## src/rtl/tmr16_pkg.sv

```systemverilog
package tmr16_pkg;
  // Register port geometry
  localparam int TMR_BYTE_W = 8;
  localparam int TMR_CNT_W  = 2 * TMR_BYTE_W;
  localparam int TMR_FLAG_BIT = 7;

  typedef enum logic {
    SEL_LOW_FLAG = 1'b0,
    SEL_HIGH     = 1'b1
  } tmr_sel_e;
endpackage

```

## src/rtl/tmr16_edge_sync.sv

```systemverilog
module tmr16_edge_sync #(
  parameter int STAGES = 2
) (
  input  logic clk,
  input  logic rst_n,
  input  logic m2_async,
  output logic m2_rise,
  output logic m2_edge
);
  // sh[STAGES-1] is the settled sample, sh[STAGES] the previous one
  logic [STAGES:0] sh_q;
  logic [STAGES:0] sh_d;

  always_comb begin
    sh_d[0] = m2_async;
    for (int i = 1; i <= STAGES; i++) sh_d[i] = sh_q[i-1];
  end

  always_ff @(posedge clk or negedge rst_n) begin
    if (!rst_n) sh_q <= '0;
    else        sh_q <= sh_d;
  end

  assign m2_rise = sh_q[STAGES-1] & ~sh_q[STAGES];
  assign m2_edge = sh_q[STAGES-1] ^  sh_q[STAGES];
endmodule

```

## src/rtl/tmr16_gap_watch.sv

```systemverilog
module tmr16_gap_watch #(
  parameter int GAP_CYCLES = 2240
) (
  input  logic clk,
  input  logic rst_n,
  input  logic edge_seen,
  output logic gap_active
);
  localparam int GW = $clog2(GAP_CYCLES + 1);
  localparam logic [GW-1:0] LIMIT = GW'(GAP_CYCLES);

  logic [GW-1:0] quiet_q;
  logic [GW-1:0] quiet_d;
  logic          quiet_en;

  // Counter saturates at LIMIT and restarts on any M2 edge
  always_comb begin
    quiet_en = edge_seen | (quiet_q != LIMIT);
    quiet_d  = edge_seen ? '0 : quiet_q + 1'b1;
  end

  always_ff @(posedge clk or negedge rst_n) begin
    if (!rst_n)        quiet_q <= '0;
    else if (quiet_en) quiet_q <= quiet_d;
  end

  assign gap_active = (quiet_q == LIMIT);
endmodule

```

## src/rtl/tmr16_count_core.sv

```systemverilog
module tmr16_count_core
  import tmr16_pkg::*;
(
  input  logic                  clk,
  input  logic                  rst_n,
  input  logic                  abort,
  input  logic                  wr_low,
  input  logic                  wr_high,
  input  logic [TMR_BYTE_W-1:0] wbyte,
  input  logic                  tick,
  input  logic                  clr_flag,
  output logic [TMR_CNT_W-1:0]  count,
  output logic                  running,
  output logic                  flag
);
  localparam logic [TMR_CNT_W-1:0] ONE = TMR_CNT_W'(1);

  logic [TMR_CNT_W-1:0] cnt_q, cnt_d;
  logic                 run_q, run_d;
  logic                 flg_q, flg_d;
  logic                 upd_en;

  always_comb begin
    cnt_d = cnt_q;
    run_d = run_q;
    flg_d = flg_q;
    if (abort) begin
      cnt_d = '0;
      run_d = 1'b0;
      flg_d = 1'b0;
    end else begin
      if (clr_flag) flg_d = 1'b0;
      if (wr_low) begin
        cnt_d = {cnt_q[TMR_CNT_W-1:TMR_BYTE_W], wbyte};
        run_d = (cnt_d != '0);
      end else if (wr_high) begin
        cnt_d = {wbyte, cnt_q[TMR_BYTE_W-1:0]};
        run_d = run_q & (cnt_d != '0);
      end else if (run_q && tick) begin
        cnt_d = cnt_q - ONE;
        if (cnt_q == ONE) begin
          run_d = 1'b0;
          flg_d = 1'b1;
        end
      end
    end
  end

  assign upd_en = abort | clr_flag | wr_low | wr_high | (run_q & tick);

  always_ff @(posedge clk or negedge rst_n) begin
    if (!rst_n) begin
      cnt_q <= '0;
      run_q <= 1'b0;
      flg_q <= 1'b0;
    end else if (upd_en) begin
      cnt_q <= cnt_d;
      run_q <= run_d;
      flg_q <= flg_d;
    end
  end

  assign count   = cnt_q;
  assign running = run_q;
  assign flag    = flg_q;
endmodule

```

## src/rtl/oneshot_timer16.sv

```systemverilog
module oneshot_timer16
  import tmr16_pkg::*;
#(
  parameter int REF_CLK_MHZ = 200,
  parameter int GAP_NS      = 11200,
  parameter int SYNC_STAGES = 2
) (
  input  logic                  clk,
  input  logic                  rst_n,
  input  logic                  m2,
  input  logic                  bus_wr,
  input  logic                  bus_rd,
  input  logic                  bus_sel,
  input  logic [TMR_BYTE_W-1:0] bus_wdata,
  output logic [TMR_BYTE_W-1:0] bus_rdata,
  output logic                  irq
);
  localparam int GAP_CYCLES = (REF_CLK_MHZ * GAP_NS) / 1000;

  // Reset: asserted asynchronously, released on clk
  logic [1:0] rst_sh;
  logic       rst_q;
  always_ff @(posedge clk or negedge rst_n) begin
    if (!rst_n) rst_sh <= 2'b00;
    else        rst_sh <= {rst_sh[0], 1'b1};
  end
  assign rst_q = rst_sh[1];

  logic rise_w, edge_w, gap_w;
  logic [TMR_CNT_W-1:0] cnt_w;
  logic run_w, flag_w;
  logic wr_lo, wr_hi, clr_w;

  tmr16_edge_sync #(.STAGES(SYNC_STAGES)) u_sync (
    .clk      (clk),
    .rst_n    (rst_q),
    .m2_async (m2),
    .m2_rise  (rise_w),
    .m2_edge  (edge_w)
  );

  tmr16_gap_watch #(.GAP_CYCLES(GAP_CYCLES)) u_gap (
    .clk        (clk),
    .rst_n      (rst_q),
    .edge_seen  (edge_w),
    .gap_active (gap_w)
  );

  assign wr_lo = bus_wr & (tmr_sel_e'(bus_sel) == SEL_LOW_FLAG);
  assign wr_hi = bus_wr & (tmr_sel_e'(bus_sel) == SEL_HIGH);
  assign clr_w = bus_rd & (tmr_sel_e'(bus_sel) == SEL_LOW_FLAG) & ~run_w;

  tmr16_count_core u_core (
    .clk      (clk),
    .rst_n    (rst_q),
    .abort    (gap_w),
    .wr_low   (wr_lo),
    .wr_high  (wr_hi),
    .wbyte    (bus_wdata),
    .tick     (rise_w),
    .clr_flag (clr_w),
    .count    (cnt_w),
    .running  (run_w),
    .flag     (flag_w)
  );

  always_comb begin
    bus_rdata = '0;
    if (tmr_sel_e'(bus_sel) == SEL_LOW_FLAG && !run_w)
      bus_rdata[TMR_FLAG_BIT] = flag_w;
  end

  assign irq = flag_w;
endmodule

```

## config.mk

```make
export PLATFORM = sky130hd
export DESIGN_NAME = oneshot_timer16
export DESIGN_NICKNAME = d
export VERILOG_FILES = /design/src/rtl/tmr16_pkg.sv /design/src/rtl/tmr16_edge_sync.sv /design/src/rtl/tmr16_gap_watch.sv /design/src/rtl/tmr16_count_core.sv /design/src/rtl/oneshot_timer16.sv
export SDC_FILE = /design/constraint.sdc
export NUM_CORES = 1
export LEC_CHECK = 0
export BUFFER_PORTS_ARGS = -buffer_cell sky130_fd_sc_hd__buf_2
export CORE_AREA = 2 2 62 64
export DETAILED_ROUTE_END_ITERATION = 10
export DIE_AREA = 0 0 64 66
export PLACE_DENSITY = 0.79
export SLEW_MARGIN = 15
export SYNTH_ARGS = -nofsm -noshare
export SYNTH_HDL_FRONTEND = slang
export SYNTH_SLANG_ARGS = --single-unit
```

## constraint.sdc

```tcl
create_clock -name clk -period 2.31 [get_ports clk]
set_input_delay 0.231 -clock clk [delete_from_list [all_inputs] [get_ports clk]]
set_output_delay 0.231 -clock clk [all_outputs]
set_load 0.02 [all_outputs]
```

# [After elaboration in Yosys (flattened, before gate mapping)]
# Index checks and enable logic that the tools add are counted.
[totals] ff_bits=35 in_bits=14 output_inout_bits=9 word_cells=59
[classes] n_addsub=2 n_eq_ne=5 muxes=17 bitwise_logic=16 reduce_logical=12
[op_table] cell="$mux W16" n=4
[op_table] cell="$reduce_bool A16 Y1" n=2
[op_table] cell="$eq A16 B1 Y1 const B" n=1
[op_table] cell="$sub A16 B1 Y16 const B" n=1
[op_table] cell="$add A12 B1 Y12 const B" n=1
[op_table] cell="$eq A12 B12 Y1 const B" n=1
[op_table] cell="$mux W1" n=12
[op_table] cell="$mux W12" n=1
[op_table] cell="$ne A12 B12 Y1 const B" n=1
[op_table] cell="$reduce_and A3 Y1" n=3
[op_table] cell="$reduce_bool A4 Y1" n=2
[op_table] cell="$and A1 B1 Y1" n=7
[op_table] cell="$reduce_bool A3 Y1" n=2
[op_table] cell="$or A1 B1 Y1" n=5
[op_table] cell="$ne A3 B1 Y1 const B" n=1
[op_table] cell="$not A1 Y1" n=3
[op_table] cell="$logic_and A1 B1 Y1" n=2
[op_table] cell="$ne A2 B1 Y1 const B" n=1
[op_table] cell="$logic_not A1 Y1" n=1
[op_table] cell="$xor A1 B1 Y1" n=1

# [Longest topological paths before layout]
[depth] ltp_word=9 ltp_mapped=7 depth_no_buf=6

# [Cells and area by module]
# From an unflattened synthesis, not the netlist that was laid out.
[hier_totals] hier_cells=243 hier_area_um2=2250.9
[by_module_without_submodules] mod="tmr16_count_core" n_inst=1 cells_each=154 area_per_inst_um2=1350.0 seq_area_each_um2=450.4
[by_module_without_submodules] mod="tmr16_gap_watch" n_inst=1 cells_each=68 area_per_inst_um2=666.9 seq_area_each_um2=300.3
[by_module_without_submodules] mod="oneshot_timer16" n_inst=1 cells_each=15 area_per_inst_um2=138.9 seq_area_each_um2=50.0
[by_module_without_submodules] mod="tmr16_edge_sync" n_inst=1 cells_each=6 area_per_inst_um2=95.1 seq_area_each_um2=75.1

# [Least setup slack after synthesis]
# OpenSTA, ideal clock, no wires.
[synth_path] path_type="register to register" from="register u_core.cnt_q[0] (netlist: u_core.count[0])" to="register u_core.cnt_q[12] (netlist: u_core.count[12])" setup_ns=0.087 t_arrival_ns=1.968 slack_ns=0.255 path_stages_with_launch=7 path_buffers=0 period_less_slack_ns=2.055 cell_sequence="dfrtp_1 > inv_1 > ha_1 > or3b_2 > or4_1 > a21o_1 > a211oi_2"
[synth_between] elab_chain_len=5
[synth_lines] element="start, declared" line_no="tmr16_count_core.sv:18" text="logic [TMR_CNT_W-1:0] cnt_q, cnt_d;"
[synth_lines] element="start signal, assigned" line_no="tmr16_count_core.sv:57" text="cnt_q <= cnt_d;"
[synth_lines] element="$sub A16 B1 Y16" line_no="tmr16_count_core.sv:40" text="cnt_d = cnt_q - ONE;"
[synth_lines] element="$mux W16" line_no="tmr16_count_core.sv:39" text="end else if (run_q && tick) begin"
[synth_lines] element="$mux W16" line_no="tmr16_count_core.sv:36" text="end else if (wr_high) begin"
[synth_lines] element="$mux W16" line_no="tmr16_count_core.sv:33" text="if (wr_low) begin"
[synth_lines] element="$mux W16" line_no="tmr16_count_core.sv:27" text="if (abort) begin"
# Every way passes these cells. The select of a mux whose other input is x is not followed.
# A chain may end at the register's enable or synchronous reset.

# [Final worst setup path]
[layout_path] from="register u_core.cnt_q[1] (netlist: u_core.count[1])" to="register u_core.cnt_q[12] (netlist: u_core.count[12])"
# The elaborated chain is that of the path after synthesis.

==> impl_metrics.tcl <==
set metrics [dict create \
    finalSetupViolations 0 \
    cts-root-buf "clkbuf_4" \
    critPathCaptureType "flip-flop" \
    port_buffers 15 \
    synth_cell_types 47 \
    fin_worst_skew_ns 0.008154 \
    nets 287 \
    initial_utilization_pct 60.54 \
    p_per_area_mw_per_mm2 603.0 \
    finalPower_mw 1.440 \
    clock-sinks 35 \
    ir_drop_v 0.0004541 \
    yosysMostFrequentCell "dfrtp_1" \
    clockBufferDepth 2 \
    setup_tns_ns 0 \
    post_drt_wl_per_cell_um 15.97 \
    synthTopCellsByArea "dfrtp_1 41%, nor2_1 4.4%, or4_1 3.8%" \
    diodes 0 \
    ys_seq_elements 35 \
    cpPeakStageDelay_ns 0.52 \
    die_w_um 64 \
    vias 1920 \
    slowest_stage "or4_1" \
    antenna_found_initial 0 \
    arrival_ns 2.46 \
    grt_usage_pct 26.91 \
    worstSkewPairLatency_ns 0.35 \
    wl_um 5063 \
    yosysWarnings 0 \
    synthCells 247 \
    fin_crit_sh_pct 94.79 \
    worstPathRequired_ns 2.58 \
    grt_remaining_overflow 0 \
    synth_commonest_cells "35 x dfrtp_1, 25 x nor2_1, 18 x nand2_1, 13 x a21oi_1, 11 x or4_1" \
    die_area_mm2 0.004224 \
    cts_buffers 5 \
    drc 0 \
    drv_cap 0 \
    areaGrowthSynthToFinish_pct 11.06 \
    grt_pass1_wl_um 8652 \
    row_count 22 \
    rsz0062_at_grt "no" \
    status "completed" \
    drtPass1Iterations 4 \
    crit_family "simple AND/OR/NAND/NOR gates" \
    via_per_inst 6.057 \
    hp-class "in -> reg" \
    fin_util_pct 67.23 \
    max_freq_mhz 456.7 \
    drtIter0Drc 211 \
    synth-main-ff-cell "dfrtp_1" \
    hold_viol_final 0 \
    syn-cell-area_mm2 0.002150 \
    drive_gt1_share_pct 14.13 \
    drv_slew 0 \
    postSynthAreaPerCell_um2 8.703 \
    cts_tree "yes" \
    final.min_clock_period_ns 2.190 \
    core_area_mm2 0.003551 \
    grt_pass1_vias 1828 \
    die_h_um 66 \
    post-place-ws_ns 0.1396 \
    dp_hpwl_um 3522 \
    critPathMaxFanout 5 \
    synth_top_cell_area_share_pct 40.75 \
    worstPathCellList "inv_1 -> ha_2 -> or3b_2 -> or4_1 -> a21o_1 -> a211oi_2" \
    worst_slack_ns 0.1203 \
    synth-seq-area-share_pct 40.75 \
    htree_levels 2 \
    criticalPathCategory "reg -> reg" \
    ant_nets 0 \
    worstPathBufferInverterCount 1 \
    leakagePower_nw 0.9924 \
    gp_congestion 0.9161 \
    ioPinCount 23 \
    path_clk_slew_ns 0.11 \
    critPathLaunchType "flip-flop" \
    synth_edf_count 0 \
    grt_start_max_net_pins 34 \
    synth_area_leader_cell "dfrtp_1" \
    async_reset_ff_share_pct 100.0 \
]
-- worst reg2reg max path, cell delays in order (launching register included) --
cell	delay, ns
dfrtp_1	0.41
inv_1	0.10
ha_2	0.21
or3b_2	0.50
or4_1	0.52
a21o_1	0.20
a211oi_2	0.17
-- what timing repair did --
action | CTS | global route
hold endpoints to repair | 3 | 0
hold buffers | 2 | 0
gates resized for setup | 0 | 1
setup endpoints to repair | 0 | 1
buffers inserted | 0 | 1
-- flip-flops by register name, indices dropped and copies added (netlist names) --
name	flops
u_sync.sh_q	3
rst_sh	2
u_core.flag	1
u_gap.quiet_q	12
u_core.count	16
u_core.running	1
-- logic make-up after synthesis --
| group | count (synthesis) | share of synthesized area [%] |
|---|---|---|
| and+or+nand+nor | 112 | 28.00 |
| AOI/OAI and AO/OA | 51 | 15.25 |
| DFF | 35 | 40.75 |
| buffers and inverters | 27 | 6.228 |
| xor gates and xnor gates | 9 | 3.667 |
| muxes | 6 | 2.852 |
| adders and majority gates | 5 | 2.910 |
| other | 2 | 0.3494 |
-- placed cells by master, fill, tap and decap left out, types with 9 or more instances in the layout --
cell,synthesis,layout
nor2_1,25,25
a21oi_1,13,13
nand2_1,18,18
o21ai_0,10,10
or4_1,11,11
buf_2,2,15
buf_4,8,9
nand3_1,10,10
nor3_1,9,9
dfrtp_1,35,35
-- path summary, 6_finish.rpt --
path | startpoint | to | slack (ns) | cells past startpoint
worst min register to register | rst_sh[1] | u_core.count[11] | 0.27 | 1
max in group asynchronous | rst_sh[1] | u_core.count[2] | 1.73 | 1
worst max register to register | u_core.count[1] | u_core.count[12] | 0.12 | 6
worst max-delay path | u_core.count[1] | u_core.count[12] | 0.12 | 6
min in group asynchronous | rst_n | rst_sh[0] | 0.18 | 2
worst min-delay path | bus_rd | u_core.flag | 0.07 | 2
-- power breakdown --
| part | total, mW | internal (mW) | switching [mW] |
|---|---|---|---|
| Clock | 0.374 | 0.150 | 0.225 |
| Sequential | 0.756 | 0.674 | 0.0817 |
| Combinational | 0.310 | 0.139 | 0.171 |
| Total | 1.44 | 0.962 | 0.477 |
-- stage by stage --
| stage | std cells | instance area (um^2) | hold WS (ns) |
|---|---|---|---|
| 5_1_grt | 317 | 2387 | 0.08628 |
| 4_1_cts | 316 | 2377 | 0.05769 |
| 3_3_place_gp | 306 | 2290 | 0.01636 |
| 2_1_floorplan | 253 | 2172 | -0.06459 |
| 6_report | 317 | 2387 | 0.06853 |
| 3_5_place_dp | 306 | 2290 | 0.02398 |
-- final cells by class --
class,instances,area (um^2)
Clock inverter,2,16.27
Sequential cell,35,875.8
Clock buffer,6,51.30
Multi-Input combinational cell,191,1171
Timing Repair Buffer,27,182.7
Fill cell,293,1164
Tap cell,48,60.06
Inverter,8,30.03
-- metal layers --
metal	track usage (%)	vias to the layer above	routed length, um
li1	-	924	-
met1	33.08	925	2146
met2	45.83	59	2523
met3	6.303	12	261
met4	10.33	0	132
met5	0	-	0
Power figures use the tool's default switching activity.
